[src/rtl/alu_flag_pkg.sv]
package alu_flag_pkg;

  typedef enum logic [1:0] {
    OP_ADD = 2'b00,
    OP_SUB = 2'b01,
    OP_AND = 2'b10,
    OP_XOR = 2'b11
  } op_e;

  localparam int FLAG_N   = 6;
  localparam int LANE_N   = 3;

  // bit 0 carry ... bit 5 parity (packed MSB first)
  typedef struct packed {
    logic pa;
    logic ax;
    logic zr;
    logic sg;
    logic ov;
    logic cy;
  } flags_t;

endpackage

[src/rtl/alu_flag_lanes.sv]
module alu_flag_lanes
  import alu_flag_pkg::*;
#(
  parameter int DATA_W = 32
) (
  input  op_e                               op,
  input  logic [DATA_W-1:0]                 a,
  input  logic [DATA_W-1:0]                 b,
  output logic [LANE_N-1:0][DATA_W-1:0]     lane_res,
  output logic [LANE_N-1:0]                 lane_cy,
  output logic [LANE_N-1:0]                 lane_ov,
  output logic [LANE_N-1:0]                 lane_sg,
  output logic [LANE_N-1:0]                 lane_zr
);

  logic is_arith;
  assign is_arith = (op == OP_ADD) || (op == OP_SUB);

  // one lane per operand size: quarter, half, full width
  for (genvar g = 0; g < LANE_N; g++) begin : g_lane
    localparam int LW = DATA_W >> (LANE_N - 1 - g);
    logic [LW-1:0] la, lb, lr;
    logic [LW:0]   ext;
    logic          ov_add, ov_sub;

    assign la = a[LW-1:0];
    assign lb = b[LW-1:0];

    always_comb begin
      unique case (op)
        OP_ADD:  ext = {1'b0, la} + {1'b0, lb};
        OP_SUB:  ext = {1'b0, la} - {1'b0, lb};
        OP_AND:  ext = {1'b0, la & lb};
        default: ext = {1'b0, la ^ lb};
      endcase
    end

    assign lr     = ext[LW-1:0];
    assign ov_add = (la[LW-1] == lb[LW-1]) && (lr[LW-1] != la[LW-1]);
    assign ov_sub = (la[LW-1] != lb[LW-1]) && (lr[LW-1] != la[LW-1]);

    assign lane_res[g] = DATA_W'(lr);
    assign lane_cy[g]  = is_arith && ext[LW];
    assign lane_ov[g]  = (op == OP_ADD) ? ov_add :
                         (op == OP_SUB) ? ov_sub : 1'b0;
    assign lane_sg[g]  = lr[LW-1];
    assign lane_zr[g]  = (lr == '0);
  end

endmodule

[src/rtl/alu_flag_eval.sv]
module alu_flag_eval
  import alu_flag_pkg::*;
#(
  parameter int DATA_W = 32
) (
  input  logic                           clk,
  input  logic                           rst,
  input  op_e                            op,
  input  logic [1:0]                     size_sel,
  input  logic [DATA_W-1:0]              a,
  input  logic [DATA_W-1:0]              b,
  input  logic [LANE_N-1:0][DATA_W-1:0]  lane_res,
  input  logic [LANE_N-1:0]              lane_cy,
  input  logic [LANE_N-1:0]              lane_ov,
  input  logic [LANE_N-1:0]              lane_sg,
  input  logic [LANE_N-1:0]              lane_zr,
  output logic [DATA_W-1:0]              res_next,
  output flags_t                         flg_next
);

  localparam int QW = DATA_W / 4;

  logic [1:0] idx;
  logic       is_arith;

  assign idx      = (size_sel == 2'b00) ? 2'd0 :
                    (size_sel == 2'b01) ? 2'd1 : 2'd2;
  assign is_arith = (op == OP_ADD) || (op == OP_SUB);
  assign res_next = lane_res[idx];

  always_comb begin
    flg_next.cy = lane_cy[idx];
    flg_next.ov = lane_ov[idx];
    flg_next.sg = lane_sg[idx];
    flg_next.zr = lane_zr[idx];
    flg_next.ax = is_arith && (a[4] ^ b[4] ^ res_next[4]);
    flg_next.pa = ~^res_next[7:0];
  end

  AST_LOGIC_CLEARS: assert property (@(posedge clk) disable iff (rst)
    !is_arith |-> !flg_next.cy && !flg_next.ov && !flg_next.ax);
  AST_ZERO_NOT_NEG: assert property (@(posedge clk) disable iff (rst)
    flg_next.zr |-> !flg_next.sg);
  AST_UPPER_CLEAR: assert property (@(posedge clk) disable iff (rst)
    (size_sel == 2'b00) |-> (res_next[DATA_W-1:QW] == '0));

endmodule

[src/rtl/alu_flag_regs.sv]
module alu_flag_regs
  import alu_flag_pkg::*;
#(
  parameter int DATA_W = 32
) (
  input  logic              clk,
  input  logic              rst,
  input  logic              upd_en,
  input  logic [FLAG_N-1:0] wr_mask,
  input  logic [FLAG_N-1:0] wr_data,
  input  logic [DATA_W-1:0] res_next,
  input  flags_t            flg_next,
  output logic [DATA_W-1:0] result_q,
  output logic [FLAG_N-1:0] flags_q
);

  always_ff @(posedge clk) begin
    if (rst) begin
      result_q <= '0;
      flags_q  <= '0;
    end else begin
      if (upd_en) result_q <= res_next;
      if (|wr_mask)    flags_q <= (flags_q & ~wr_mask) | (wr_data & wr_mask);
      else if (upd_en) flags_q <= flg_next;
    end
  end

  AST_HOLD_IDLE: assert property (@(posedge clk) disable iff (rst)
    (!upd_en && wr_mask == '0) |=> $stable(flags_q) && $stable(result_q));
  AST_WRITE_TAKES: assert property (@(posedge clk) disable iff (rst)
    (|wr_mask) |=> ((flags_q ^ $past(wr_data)) & $past(wr_mask)) == '0);
  AST_WRITE_KEEPS: assert property (@(posedge clk) disable iff (rst)
    (|wr_mask) |=> ((flags_q ^ $past(flags_q)) & ~$past(wr_mask)) == '0);

endmodule

[src/rtl/alu_flag_unit.sv]
module alu_flag_unit
  import alu_flag_pkg::*;
#(
  parameter int DATA_W = 32  // multiple of 4, at least 32
) (
  input  logic              clk,
  input  logic              rst,
  input  logic [DATA_W-1:0] op_a,
  input  logic [DATA_W-1:0] op_b,
  input  logic [1:0]        op_sel,
  input  logic [1:0]        size_sel,
  input  logic              upd_en,
  input  logic [5:0]        flag_wr_mask,
  input  logic [5:0]        flag_wr_data,
  output logic [DATA_W-1:0] result,
  output logic [5:0]        flags
);

  op_e                            op;
  logic [LANE_N-1:0][DATA_W-1:0]  lane_res;
  logic [LANE_N-1:0]              lane_cy, lane_ov, lane_sg, lane_zr;
  logic [DATA_W-1:0]              res_next;
  flags_t                         flg_next;

  assign op = op_e'(op_sel);

  alu_flag_lanes #(.DATA_W(DATA_W)) u_lanes (
    .op(op), .a(op_a), .b(op_b),
    .lane_res(lane_res), .lane_cy(lane_cy), .lane_ov(lane_ov),
    .lane_sg(lane_sg), .lane_zr(lane_zr)
  );

  alu_flag_eval #(.DATA_W(DATA_W)) u_eval (
    .clk(clk), .rst(rst), .op(op), .size_sel(size_sel),
    .a(op_a), .b(op_b),
    .lane_res(lane_res), .lane_cy(lane_cy), .lane_ov(lane_ov),
    .lane_sg(lane_sg), .lane_zr(lane_zr),
    .res_next(res_next), .flg_next(flg_next)
  );

  alu_flag_regs #(.DATA_W(DATA_W)) u_regs (
    .clk(clk), .rst(rst), .upd_en(upd_en),
    .wr_mask(flag_wr_mask), .wr_data(flag_wr_data),
    .res_next(res_next), .flg_next(flg_next),
    .result_q(result), .flags_q(flags)
  );

  AST_PARITY_LOW_BYTE: assert property (@(posedge clk) disable iff (rst)
    (upd_en && flag_wr_mask == '0) |=> flags[5] == ~^result[7:0]);

endmodule

[config.mk]
export PLATFORM = sky130hd
export DESIGN_NAME = alu_flag_unit
export DESIGN_NICKNAME = d
export VERILOG_FILES = /design/src/rtl/alu_flag_pkg.sv /design/src/rtl/alu_flag_lanes.sv /design/src/rtl/alu_flag_eval.sv /design/src/rtl/alu_flag_regs.sv /design/src/rtl/alu_flag_unit.sv
export SDC_FILE = /design/constraint.sdc
export NUM_CORES = 1
export LEC_CHECK = 0
export ABC_CLOCK_PERIOD_IN_PS = 6400
export BUFFER_PORTS_ARGS = -buffer_cell sky130_fd_sc_hd__clkbuf_2
export CAP_MARGIN = 10
export CORE_MARGIN = 1.5
export CORE_UTILIZATION = 40
export CTS_BUF_LIST = sky130_fd_sc_hd__clkbuf_8
export DETAILED_ROUTE_END_ITERATION = 10
export PLACE_DENSITY = 0.69
export SETUP_SLACK_MARGIN = 0.4
export SYNTH_ARGS = -nofsm -noshare
export SYNTH_HDL_FRONTEND = slang
export SYNTH_SLANG_ARGS = --single-unit
[constraint.sdc]
create_clock -name clk -period 6.4 [get_ports clk]
set_clock_uncertainty 0.1 [all_clocks]
set_input_delay 1.28 -clock clk [delete_from_list [all_inputs] [get_ports clk]]
set_output_delay 1.28 -clock clk [all_outputs]
set_load 0.01 [all_outputs]
==> results of run 1 <==
==> cells by family after synthesis <==
| logic type | share of synthesized area (%) |
|---|---|
| compound gates | 27.5 |
| xor+xnor | 10.4 |
| fa+ha+maj | 15.2 |
| buf+inv | 4.14 |
| flops | 13.9 |
| mux | 6.47 |
| simple gates | 22.4 |
==> critical path: stages <==
cell and delay [ns]:
clkbuf_2 0.13, or4_1 0.63, nor4_1 0.23, nor2b_1 0.49
a21oi_1 0.15, xnor2_1 0.16, ha_1 0.48, nand4_1 0.17
nor2_1 0.29, nand4_1 0.19, o311ai_4 0.37, xor2_1 0.11
o21ai_0 0.23, nand4_1 0.14, nor4_2 0.19, nand4_1 0.16
o31ai_2 0.19
==> layer usage <==
layer | GRT usage [%] | up-vias | part of all wire (%)
met5 | 0 | - | 0
met3 | 3.42 | 26 | 6.3
li1 | - | 2861 | -
met4 | 5.21 | 0 | 1.9
met1 | 32.8 | 2602 | 46
met2 | 38.9 | 228 | 45
==> power groups by stage <==
stage                     registers [W]  clock network [W]  logic, W
after floorplan                0.000276                  0  0.000447
after global placement         0.000271                  0  0.000627
after detailed placement       0.000271                  0  0.000630
after CTS                      0.000266           0.000209  0.000634
after global routing           0.000268           0.000219  0.000701
final                          0.000266           0.000208  0.000637
==> cell type report <==
class | count | area share [%]
repair buffers | 128 | 10.5
well taps | 176 | 3.49
flip-flops and latches | 38 | 12.1
clock inverters | 3 | 0.635
clock buffers | 5 | 1.09
multi-input cells | 628 | 71.2
inverters | 18 | 1.07
==> stage by stage <==
step / total power [W] / utilization [%] / setup slack [ns] / instance area, um2 / hold slack (ns)
floorplan: 0.000723 / - / 1.43 / 5480 / 0.386
global placement: 0.000899 / 46.6 / 0.867 / 6200 / 0.352
detailed placement: 0.000901 / 46.6 / 0.700 / 6200 / 0.365
CTS: 0.00111 / 47.4 / 1.00 / 6310 / 0.379
global route: 0.00119 / 47.4 / 0.558 / 6310 / 0.408
finish: 0.00111 / 47.4 / 0.889 / 6310 / 0.375
==> worst paths after layout <==
kind | start | end | slack (ns) | cells past startpoint
min reg2reg | u_regs.result_q[22] | u_regs.result_q[22] | 0.38 | 2
min | u_regs.result_q[22] | u_regs.result_q[22] | 0.38 | 2
max | op_b[8] | flop | 0.89 | 17
max reg2reg | flop | flop | 4.37 | 7
==> synthesized netlist by cell type, types with 14 or more instances <==
cell and number:
inv_1 17, nand2_1 62, nor2_1 85, nor3_1 16, nand4_1 14, clkbuf_1 18
a21oi_1 62, xor2_1 22, ha_1 65, buf_2 15, xnor2_1 43, o21ai_0 31
dfxtp_1 38, mux2i_1 25, a211oi_1 15
==> flow_summary.json, run 1 <==
{
  "status": "finished clean",
  "antenna_found_initial": 0,
  "clockRootBuffer": "clkbuf_8",
  "grt_pass1_vias": 5339,
  "p_seq_share_pct": 23.9,
  "layout_min_cycle_time_ns": 5.51,
  "firstDrtPassIters": 5,
  "antenna_cells": 0,
  "synth_area_leaders": "ha_1 15%, dfxtp_1 14%, xnor2_1 6.9%, nor2_1 5.8%, a21oi_1 5.7%",
  "p_sw_w": 0.000482,
  "cp.required_ns": 6.52,
  "cp_max_fo": 11,
  "grt_pass1_wl_um": 27600,
  "end_kind": "flop",
  "synthesis.area_mm2": 0.00548,
  "wl_um": 17200,
  "routabilityCongestion": 0.940,
  "final_layout_size_suffix_gt1_share_pct": 21.5,
  "path_class": "input pin to flop",
  "fmax_ghz": 0.181,
  "postRouteAntennaNets": 0,
  "max-vdd-ir-drop_uv": 80.0,
  "clock_path_buffers": 2,
  "final_cells": 996,
  "fin_tns_setup_ns": 0,
  "final_cell_mix": "120 x clkbuf_2, 85 x nor2_1, 65 x ha_1",
  "clk_pin_slew_ns": 0.08,
  "final_nets": 968,
  "power.share.switching_pct": 43.4,
  "hpwlAfterDp_um": 13900,
  "area_growth_pct": 15.2,
  "post-route-period-util_pct": 86.1,
  "synth_nets": 870,
  "cts-htree-levels": 2,
  "die_w_um": 120,
  "synthCells": 721,
  "synth_ff_type": "dfxtp_1",
  "core_area_mm2": 0.0133,
  "synth.largest_area_cell": "ha_1",
  "fp-row-count": 42,
  "hold_buffers": 0,
  "hold_viol": 0,
  "cts_made_buffers": 5,
  "synth-async-reset-ratio_pct": 0,
  "finalMaxSlewViolations": 0,
  "power_frac_clock_pct": 18.7,
  "grt_max_degree": 53,
  "post-cts-setup-buffer-count": 0,
  "leakage_nw": 2.79,
  "worst_pin_slew_ns": 0.837,
  "comb_power_share_pct": 57.4,
  "yosysUniqueCellTypes": 75,
  "cts_tree": "done",
  "seq_area_frac_synth_pct": 13.9,
  "port_buffers": 120,
  "fp.dieH_um": 120,
  "io-pin-count": 121,
  "synth_top_area_share_pct": 14.9,
  "startpoint_type": "input pin",
  "yosys_warnings": 0,
  "p_int_w": 0.000628,
  "rsz0062_at_grt": "no",
  "setup_viol": 0,
  "cts_resized": 0,
  "cts_sinks": 38,
  "viasPerCell": 5.74,
  "vias": 5717,
  "dieArea_mm2": 0.0144,
  "multi_input_area_mm2": 0.00449,
  "ff_latch_area_um2": 761,
  "arrival_ns": 5.63,
  "synth_edf_count": 0,
  "clk_latency_ns": 0.29,
  "synth-seq-cells": 38,
  "p_per_area_mw_per_mm2": 176,
  "overflow": 0,
  "max-cap-violations": 0,
  "post-place-cells": 988,
  "drc": 0,
  "maxSlewHeadroom_pct": 44.2,
  "track_usage_pct": 23.7,
  "drt-initial-drc-count": 418,
  "hold_path.class": "flop to flop",
  "mostFrequentLayoutCell": "clkbuf_2",
  "fillers": 1394,
  "post_drt_wl_per_cell_um": 17.3,
  "initial_utilization_pct": 41.2,
  "avgSynthCellArea_um2": 7.59
}
(Power assumes the default switching activity.)
==> inputs of run 2 (changes only) <==
- ABC_AREA: not set -> 1
- PLACE_DENSITY: 0.69 -> 0.68
==> flow_summary.json, run 2 <==
{
  "final_cells": 1379,
  "leakage_nw": 3.97,
  "synth_common_cells": "314 x nand2_1, 184 x inv_1, 85 x nor2_1, 76 x nand3_1, 72 x a21oi_1",
  "whs_ns": 0.365,
  "p_seq_share_pct": 23.5,
  "drc": 0,
  "synth-async-reset-ratio_pct": 0,
  "firstDrtPassIters": 5,
  "cts_made_buffers": 5,
  "comb_power_share_pct": 61.3,
  "maxSlewHeadroom_pct": 41.8,
  "crit_chain": "clkbuf_2, nor2_1, nand3_1, nor4_1, nand3_1, or3_4, o31ai_4, xnor2_1, inv_1, ha_1, nand2_1, nor4_1, nand3_1, nand3_1, nand3_1, nand2_1, nand3_1, nor2_1, nand3_1, nand2_1, nand2_1, a21oi_2",
  "worst_pin_slew_ns": 0.872,
  "status": "finished clean",
  "cts_sinks": 38,
  "startpoint_type": "input pin",
  "path_buf_inv": 2,
  "hpwlAfterDp_um": 18600,
  "cp_slowest_stage_delay_ns": 0.49,
  "grt_pass1_wl_um": 34300,
  "synth_top_area_share_pct": 19.0,
  "synthCells": 1082,
  "initial_utilization_pct": 40.9,
  "cp_max_fo": 6,
  "max-cap-violations": 0,
  "post-route-period-util_pct": 82.9,
  "synthMostInstantiatedCell": "nand2_1",
  "hold_buffers": 0,
  "yosys_warnings": 0,
  "vias": 7198,
  "cts_resized": 0,
  "setup_viol": 0,
  "synth_nets": 1231,
  "postRouteAntennaNets": 0,
  "die_w_um": 127,
  "cp_top_family": "simple AND/OR/NAND/NOR gates",
  "yosysUniqueCellTypes": 53,
  "synthesis.area_mm2": 0.00620,
  "utilization_pct": 46.6,
  "synth.largest_area_cell": "nand2_1",
  "final_cell_mix": "314 x nand2_1, 185 x inv_1, 120 x clkbuf_2",
  "post-place-cells": 1371,
  "fp.dieH_um": 127,
  "arrival_ns": 5.43,
  "hold_viol": 0,
  "grt_max_degree": 27,
  "port_buffers": 120,
  "final_nets": 1339,
  "clock_path_buffers": 2,
  "routabilityCongestion": 0.980,
  "r2r_slack_ns": 5.61,
  "overflow": 0,
  "fp-row-count": 45,
  "finalMaxSlewViolations": 0,
  "cts-htree-levels": 2,
  "clockRootBuffer": "clkbuf_8",
  "final_layout_size_suffix_gt1_share_pct": 16.5,
  "p_int_w": 0.000574,
  "p_sw_w": 0.000539,
  "fin_ws_ns": 1.09,
  "area_growth_pct": 13.8,
  "post_drt_wl_per_cell_um": 15.8,
  "rsz0062_at_grt": "no",
  "fin_tns_setup_ns": 0,
  "antenna_found_initial": 0,
  "cts_tree": "done",
  "layout_min_cycle_time_ns": 5.31,
  "post-cts-setup-buffer-count": 0,
  "hold_path.class": "flop to flop",
  "viasPerCell": 5.22,
  "dpl_worst_slack_ns": 0.919,
  "drt-initial-drc-count": 508,
  "clk_latency_ns": 0.29,
  "mostFrequentLayoutCell": "nand2_1",
  "max-vdd-ir-drop_uv": 86.7,
  "p_per_area_mw_per_mm2": 158,
  "io-pin-count": 121,
  "grt_pass1_vias": 6614,
  "synth_ff_type": "dfxtp_1",
  "wl_um": 21800,
  "power.share.switching_pct": 48.4,
  "critPathMostFrequentCell": "nand3_1",
  "cp.required_ns": 6.53,
  "track_usage_pct": 26.8,
  "critical-path-slowest-cell": "nor4_1",
  "end_kind": "flop",
  "core_area_mm2": 0.0151,
  "path_class": "input pin to flop",
  "antenna_cells": 0,
  "clk_pin_slew_ns": 0.07,
  "fmax_ghz": 0.188,
  "synth-seq-cells": 38,
  "avgSynthCellArea_um2": 5.73,
  "synth_area_leaders": "nand2_1 19%, ha_1 13%, dfxtp_1 12%, inv_1 11%, nand3_1 6.1%",
  "fillers": 1690,
  "seq_area_frac_synth_pct": 12.3,
  "dieArea_mm2": 0.0163,
  "synth_edf_count": 0,
  "power_frac_clock_pct": 15.2
}
[run 2: kinds of logic after synthesis]
kind of cell / synth area share [%]
buffers and inverters: 13.6
AND/OR/NAND/NOR: 39.0
flip-flops: 12.3
adder cells (fa/ha/maj): 13.4
AO/OA/AOI/OAI: 16.2
XOR/XNOR: 5.51
[run 2: final timing paths]
check,startpoint,to,cells after the start
worst min-delay path,u_regs.result_q[16],u_regs.result_q[16],2
worst min register to register,u_regs.result_q[16],u_regs.result_q[16],2
worst max-delay path,op_b[17],flop,22
worst max register to register,flop,flop,2
[run 2: per-stage QoR]
| stage | total power (W) | instance area (um2) |
|---|---|---|
| global route | 0.00121 | 7050 |
| global placement | 0.000939 | 6960 |
| CTS | 0.00111 | 7050 |
| detailed placement | 0.000939 | 6960 |
| finish | 0.00111 | 7050 |
| floorplan | 0.000733 | 6200 |
[run 2: routing by layer]
layer | vias up | routed length, um | global-route usage [%]
li1 | 3673 | - | -
met1 | 3240 | 9860 | 35.8
met2 | 242 | 9730 | 44.1
met3 | 43 | 1260 | 3.18
met4 | 0 | 959 | 10.5
met5 | - | 0 | 0
[run 2: worst min-delay path, cell delays in order, from the launching register on]
cell,delay (ns)
dfxtp_1,0.31
nand2_1,0.06
a21oi_1,0.05
[run 2: cell type report]
class / instances / area, um2 / share of cell area (%)
multi-input combinational: 821 / 4590 / 65.1
inverter: 202 / 758 / 10.8
timing repair buffer: 122 / 616 / 8.73
clock inverter: 2 / 8.76 / 0.124
clock buffer: 6 / 82.6 / 1.17
tap: 188 / 235 / 3.34
sequential: 38 / 761 / 10.8
[run 2: power by group through the flow]
stage	Clock (W)	Sequential, W	Combinational (W)
after floorplan	0	0.000274	0.000459
after global placement	0	0.000267	0.000672
after detailed placement	0	0.000267	0.000672
after CTS	0.000174	0.000262	0.000676
after global routing	0.000184	0.000263	0.000765
final	0.000169	0.000262	0.000682
==> inputs of run 3 (changes only) <==
- ABC_CLOCK_PERIOD_IN_PS: 6400 -> 4600
- PLACE_DENSITY: 0.68 -> 0.7
- clock period: 6.4 -> 4.6 ns (I/O delays scaled with it)
==> flow_summary.json, run 3 (synthesis gave the netlist of run 2 again) <==
{
  "drc": 0,
  "cts-htree-levels": 2,
  "cp_max_fo": 4,
  "viasPerCell": 5.14,
  "whs_ns": 0.364,
  "dpl_worst_slack_ns": -0.483,
  "final_layout_size_suffix_gt1_share_pct": 26.5,
  "rsz0062_at_grt": "yes",
  "cts_tree": "done",
  "hpwlAfterDp_um": 18400,
  "clk_pin_slew_ns": 0.07,
  "hold_path.class": "flop to flop",
  "cts_sinks": 38,
  "core_area_mm2": 0.0151,
  "post-route-period-util_pct": 93.9,
  "port_buffers": 120,
  "clockRootBuffer": "clkbuf_8",
  "arrival_ns": 4.44,
  "track_usage_pct": 26.4,
  "postRouteAntennaNets": 0,
  "maxSlewHeadroom_pct": 58.8,
  "cp.required_ns": 4.72,
  "fp.dieH_um": 127,
  "cts_made_buffers": 5,
  "mostFrequentLayoutCell": "nand2_1",
  "leakage_nw": 4.49,
  "worst_pin_slew_ns": 0.618,
  "busiest_layer": "met2",
  "final_cells": 1468,
  "max-cap-violations": 0,
  "grt.met3_usage_pct": 3.56,
  "antenna_cells": 0,
  "cp_slowest_stage_delay_ns": 0.42,
  "clock_path_buffers": 2,
  "area_growth_pct": 30.7,
  "drt-initial-drc-count": 447,
  "grt_max_degree": 27,
  "max-vdd-ir-drop_uv": 111,
  "startpoint_type": "input pin",
  "setup_viol": 0,
  "dieArea_mm2": 0.0163,
  "end_kind": "flop",
  "met1_usage_pct": 35.2,
  "antenna_found_initial": 0,
  "final_nets": 1429,
  "wl_um": 21700,
  "crit_chain": "buf_8, or2_4, nor4_4, nand3_4, or3_4, o31ai_4, xnor2_1, inv_1, ha_4, nand2_2, buf_4, nor4_4, nand3_2, nand3_1, nand3_1, nand2_1, nand3_1, nor2_1, nand3_1, nand2_1, nand2_1, a21oi_2",
  "path_class": "input pin to flop",
  "hold_buffers": 0,
  "vias": 7540,
  "routabilityCongestion": 0.947,
  "hold_viol": 0,
  "critPathMostFrequentCell": "nand3_1",
  "layout_min_cycle_time_ns": 4.32,
  "fmax_ghz": 0.231,
  "status": "finished clean",
  "final_cell_mix": "300 x nand2_1, 182 x inv_1, 116 x clkbuf_2",
  "use_met2_pct": 42.4,
  "io-pin-count": 121,
  "overflow": 0,
  "post_drt_wl_per_cell_um": 14.8,
  "die_w_um": 127,
  "critical-path-slowest-cell": "or3_4",
  "p_per_area_mw_per_mm2": 208,
  "fp-row-count": 45,
  "finalMaxSlewViolations": 0,
  "grt_pass1_wl_um": 33900,
  "fin_ws_ns": 0.279,
  "clk_latency_ns": 0.29,
  "post-place-cells": 1444,
  "firstDrtPassIters": 5,
  "grt_pass1_vias": 6942,
  "initial_utilization_pct": 40.9
}
## run 3: cell count changes in the layout (fill, tap and decap cells not counted), sizes merged
cell and delta:
inv -1, buf +94, clkbuf -5, clkinv +1
## run 3: worst max-delay path, delay by kind of cell
kind | cells | cell delay (ns)
xor gates and xnor gates | 1 | 0.14
and+or+nand+nor | 15 | 2.36
adders and majority gates | 1 | 0.28
buffers and inverters | 3 | 0.34
AOI/OAI and AO/OA | 2 | 0.38
## run 3: final timing paths
path	slack, ns	cells past startpoint	to	start
min	0.36	2	u_regs.result_q[21]	u_regs.result_q[21]
max reg2reg	3.80	4	u_regs.result_q[4]	u_regs.result_q[4]
min reg2reg	0.36	2	u_regs.result_q[21]	u_regs.result_q[21]
max	0.28	22	flop	op_b[22]
## run 3: through the flow
stage,TNS (ns),total power (W),area [um2],util [%]
after detailed placement,-2.44,0.00139,7520,49.7
final,0,0.00169,8100,53.5
after global routing,0,0.00183,8100,53.5
after CTS,0,0.00163,7750,51.2
after global placement,-2.63,0.00138,7520,49.7
after floorplan,0,0.00102,6200,-
## run 3: layout make-up
type,instances,area (um2)
clock buffer,5,68.8
sequential,38,761
timing repair buffer,212,1370
fill,1582,7040
clock inverter,2,10.0
multi-input combinational,821,4890
tap,188,235
inverter,202,768
## run 3: routing by layer
layer	vias up	part of all wire, %
li1	3856	-
met1	3365	45
met2	268	44
met3	51	6.3
met4	0	4.6
met5	-	0
## run 3: power breakdown
| group | total (W) | internal (W) | switching, W |
|---|---|---|---|
| Combinational | 0.00111 | 0.000439 | 0.000668 |
| Sequential | 0.000364 | 0.000352 | 0.0000116 |
| Clock | 0.000216 | 0.000102 | 0.000114 |
## run 3: repair_timing
action,4_1_cts,5_1_grt
pin swaps,7,35
resized for setup,28,68
endpoints found under the setup margin,11,15
buffers inserted,4,13
